$ cat src/rtl/rtc_wake_timer.sv
module rtc_wake_timer #(
  parameter int PRE_W = 7,
  parameter int CNT_W = 16
) (
  input  logic             clk,
  input  logic             rst_n,
  input  logic             wr_en,
  input  logic             wr_addr,
  input  logic [CNT_W-1:0] wr_data,
  input  logic [1:0]       rd_addr,
  output logic [CNT_W-1:0] rd_data,
  output logic             flag_o,
  output logic             wake_o
);
  localparam logic [PRE_W-1:0] PRE_TOP = {PRE_W{1'b1}};
  localparam logic [CNT_W-1:0] CNT_TOP = {CNT_W{1'b1}};

  logic             en_q, ie_q, flag_q;
  logic [PRE_W-1:0] pre_q;
  logic [CNT_W-1:0] cnt_q, rel_q;

  wire ctrl_wr = wr_en && !wr_addr;
  wire rel_wr  = wr_en &&  wr_addr;
  wire wrap    = en_q && (pre_q == '0);
  wire expire  = wrap && (cnt_q == '0);

  always_ff @(posedge clk or negedge rst_n) begin
    if (!rst_n) begin
      en_q   <= 1'b0;
      ie_q   <= 1'b0;
      flag_q <= 1'b0;
      pre_q  <= PRE_TOP;
      cnt_q  <= CNT_TOP;
      rel_q  <= CNT_TOP;
    end else begin
      if (en_q)
        pre_q <= wrap ? PRE_TOP : pre_q - 1'b1;
      else if (ctrl_wr && wr_data[0])
        pre_q <= PRE_TOP;

      if (expire)
        cnt_q <= rel_q;
      else if (wrap)
        cnt_q <= cnt_q - 1'b1;
      else if (rel_wr && !en_q)
        cnt_q <= wr_data;

      if (rel_wr)
        rel_q <= wr_data;

      if (ctrl_wr) begin
        en_q <= wr_data[0];
        ie_q <= wr_data[1];
      end

      if (expire)
        flag_q <= 1'b1;
      else if (ctrl_wr && !wr_data[2])
        flag_q <= 1'b0;
    end
  end

  always_comb begin
    rd_data = '0;
    case (rd_addr)
      2'd0:    rd_data[2:0] = {flag_q, ie_q, en_q};
      2'd1:    rd_data = rel_q;
      2'd2:    rd_data = cnt_q;
      default: rd_data[PRE_W-1:0] = pre_q;
    endcase
  end

  assign flag_o = flag_q;
  assign wake_o = flag_q & ie_q;


  pre_step_chk: assert property (@(posedge clk) disable iff (!rst_n)
    en_q && pre_q != '0 |=> pre_q == $past(pre_q) - 1'b1);

  pre_wrap_chk: assert property (@(posedge clk) disable iff (!rst_n)
    en_q && pre_q == '0 |=> pre_q == PRE_TOP);

  cnt_hold_chk: assert property (@(posedge clk) disable iff (!rst_n)
    en_q && pre_q != '0 |=> $stable(cnt_q));

  reload_chk: assert property (@(posedge clk) disable iff (!rst_n)
    en_q && pre_q == '0 && cnt_q == '0 |=> flag_q && cnt_q == $past(rel_q));

  frozen_chk: assert property (@(posedge clk) disable iff (!rst_n)
    !en_q && !(wr_en && !wr_addr && wr_data[0]) |=> $stable(pre_q));

  clear_chk: assert property (@(posedge clk) disable iff (!rst_n)
    wr_en && !wr_addr && !wr_data[2] && !(en_q && pre_q == '0 && cnt_q == '0) |=> !flag_q);
endmodule

$ cat config.mk
export PLATFORM = sky130hd
export DESIGN_NAME = rtc_wake_timer
export DESIGN_NICKNAME = d
export VERILOG_FILES = /design/src/rtl/rtc_wake_timer.sv
export SDC_FILE = /design/constraint.sdc
export NUM_CORES = 1
export LEC_CHECK = 0
export ABC_AREA = 0
export CAP_MARGIN = 20
export CORE_MARGIN = 3
export CORE_UTILIZATION = 48
export DETAILED_ROUTE_END_ITERATION = 7
export GPL_TIMING_DRIVEN = 0
export PLACE_DENSITY = 0.78
export SLEW_MARGIN = 5
export SYNTH_ARGS = -nofsm -noshare
export SYNTH_HDL_FRONTEND = slang
export SYNTH_SLANG_ARGS = --single-unit
$ cat constraint.sdc
create_clock -name clk -period 2.2 [get_ports clk]
set_input_delay 0.44 -clock clk [delete_from_list [all_inputs] [get_ports clk]]
set_output_delay 0.44 -clock clk [all_outputs]
set_load 0.05 [all_outputs]
==> summary.txt <==
minimum clock period - 2.16 ns
Die W - 83.1 um
Post-Route Utilization - 66.7%
final wirelength - 8130 um
Area contributors post-synth - dfstp_2 (36%), mux2_2 (7.1%), nor2_1 (4.6%)
Antenna diodes - 0
largest net degree at the start of global routing - 32
deepest clock path buffer count - 2
register area share after synthesis - 38.6%
H-tree Lvls - 2
number of enable flip-flop cells after synthesis - 0
starting density of the core - 50.5%
worst-path fanout max - 10
Total Nets Final - 399
Async S/R FF share, synth - 100%
CP arrival - 2.39 ns
Min Hold Slack - 0.259 ns
Yosys cell types - 53
Die Span Y - 83.1 um
Total GRT Usage - 22.3%
met2 usage - 35.1%
synthesis-to-layout area growth - 31.9%
grt total ovfl - 0
top_reg_cell synth - dfstp_2
# port buffers - 39
Via density - 6.10
Die ar. - 6900 um^2
Worst Reg2Reg Path Length in Cells - 8
first-pass GRT wire length - 12,700 um
Total Neg Setup Slack - 0 ns
Post-Layout Cell Count - 443
Reg-to-Reg End - cnt_q[7]
WP data required - 2.43 ns
vias in the first global route - 2,495
# clock sinks - 42
DP Worst Slack - -1.30 ns
Worst-path clk slew - 0.08 ns
Synth area leader - dfstp_2
P per Cell Area - 739 nW/um^2
Worst Setup Start Kind - flip-flop
Final HPWL DP - 5780 um
hold crit path type - primary input to async pin
PnR worst setup slack - 0.0417 ns
met3 usage - 3.27%
worst skew pair latency - 0.30 ns
DR DRC count - 0
number of synthesized register bits - 42
initial antenna violation count - 0
commonest cells after routing, fill and taps aside - dfstp_2 (39), nor2_1 (35), a21oi_1 (26)
Rows - 27
met1 usage - 31.8%
setup slack, reg-to-reg - 0.04 ns
fin crit share - 98.1%
Core Region - 5640 um^2
DR WL/cell - 18.3 um
syn_nets - 339
routability-driven placement congestion ratio - 0.925
Cells after Synth - 310
Leak Pwr - 1.49 nW
Syn. warnings - 0
layout cells sized above 1 - 39.6%
status - completed
number of hold buffers added after cts - 0
syn avg cell area - 9.20 um^2
I/O pins - 40
Slew Limit Fails - 0
Final Skew - 0.00644 ns
drt pass-1 iters - 5
VDD IR max - 466 uV
GR peak layer - met2
CTS Buf Count - 5
Mapped Area - 2850 um^2
Fin. Hold Viols - 0
number of max-cap violations - 0
CTS tree - built
final setup fails - 0
Iter 0 DRT Violations - 316
Yosys top cell area share - 35.9%
max_slew headroom - 60.4%
Max Fclk - 463 MHz
Setup CP Type - flip-flop to flip-flop
Worst Max-Slew Pin Slew - 0.588 ns
DRT antenna net count - 0
vias - 2,704
worst reg2reg path startpoint - pre_q[0]
CP endpoint kind - flip-flop
clock tree root buffer cell - clkbuf_8
DP Cell Count - 422
most common cell after layout, fill and taps aside - dfstp_2
RSZ-0062 raised after global routing - true
## area by class of cell
type                    count  area (um^2)
fillers                   428         1880
multi-input cells         239         1750
flip-flops and latches     42         1100
repair buffers             58          546
plain buffers              16          135
well taps                  72         90.1
clock buffers               5         68.8
clock inverters             3         40.0
inverters                   8         35.0
## what timing repair did
action / in CTS / in global routing
gates cloned: 1 / 0
setup endpoints to repair: 32 / 23
setup buffers: 4 / 13
resized for setup: 84 / 16
pin swaps: 4 / 12
## routing by layer
layer	routed length (um)	up-vias
li1	-	1259
met1	3550	1301
met2	3860	129
met3	577	15
met4	136	0
met5	0	-
## power breakdown
group          total (mW)  switching (mW)  internal (mW)  leakage (nW)
sequential           1.26           0.217           1.04         0.448
combinational       0.911           0.504          0.407         0.983
clock               0.611           0.277          0.334        0.0579
total                2.78           0.998           1.78          1.49
## Yosys cell counts, types with 4 or more instances
cell	n
and3_1	4
nor3_1	9
mux2_2	18
nand2_1	21
a21oi_1	26
inv_1	8
o31ai_1	5
o21a_1	4
xor2_1	4
a22oi_1	16
clkbuf_1	14
o21ai_0	8
dfstp_2	39
nor2b_1	10
a31oi_1	9
a31o_2	4
ha_1	7
nor4bb_1	8
nand3_1	4
and2_1	6
nor2_1	35
## flip-flops by register name, indices dropped and copies added, names as in the netlist
signal,cells
pre_q,7
en_q,1
rel_q,16
ie_q,1
cnt_q,16
flag_o,1
## critical path, stage by stage (launching register included)
cell	delay (ns)
dfstp_2	0.38
inv_1	0.15
ha_1	0.23
nor3b_2	0.32
nand2_1	0.28
nand2_1	0.19
buf_2	0.25
o21ai_0	0.13
a21oi_1	0.17
## how the worst max path moves through the flow
| stage | startpoint | end | cells after the start |
|---|---|---|---|
| 2_1_floorplan | rd_addr[0] | rd_data[6] | 6 |
| 3_3_place_gp | rd_addr[0] | rd_data[1] | 8 |
| 3_5_place_dp | rd_addr[0] | rd_data[1] | 8 |
| 4_1_cts | rd_addr[0] | rd_data[1] | 7 |
| 5_1_grt | pre_q[0] | cnt_q[7] | 8 |
| 6_report | pre_q[0] | cnt_q[7] | 8 |
## logic make-up after synthesis
logic type,share of synthesized area (%)
buffers and inverters,4.74
adders and majority gates,3.07
and+or+nand+nor,23.5
DFF,38.6
xor gates and xnor gates,1.54
muxes,8.16
AOI/OAI and AO/OA,20.4
## metrics by stage
| stage | power (mW) | instance area (um^2) |
|---|---|---|
| after floorplan | 1.81 | 2910 |
| after global placement | 2.08 | 3390 |
| after detailed placement | 2.11 | 3410 |
| after CTS | 2.74 | 3630 |
| after global routing | 2.91 | 3760 |
| final | 2.78 | 3760 |
Power figures use the tool's default switching activity.
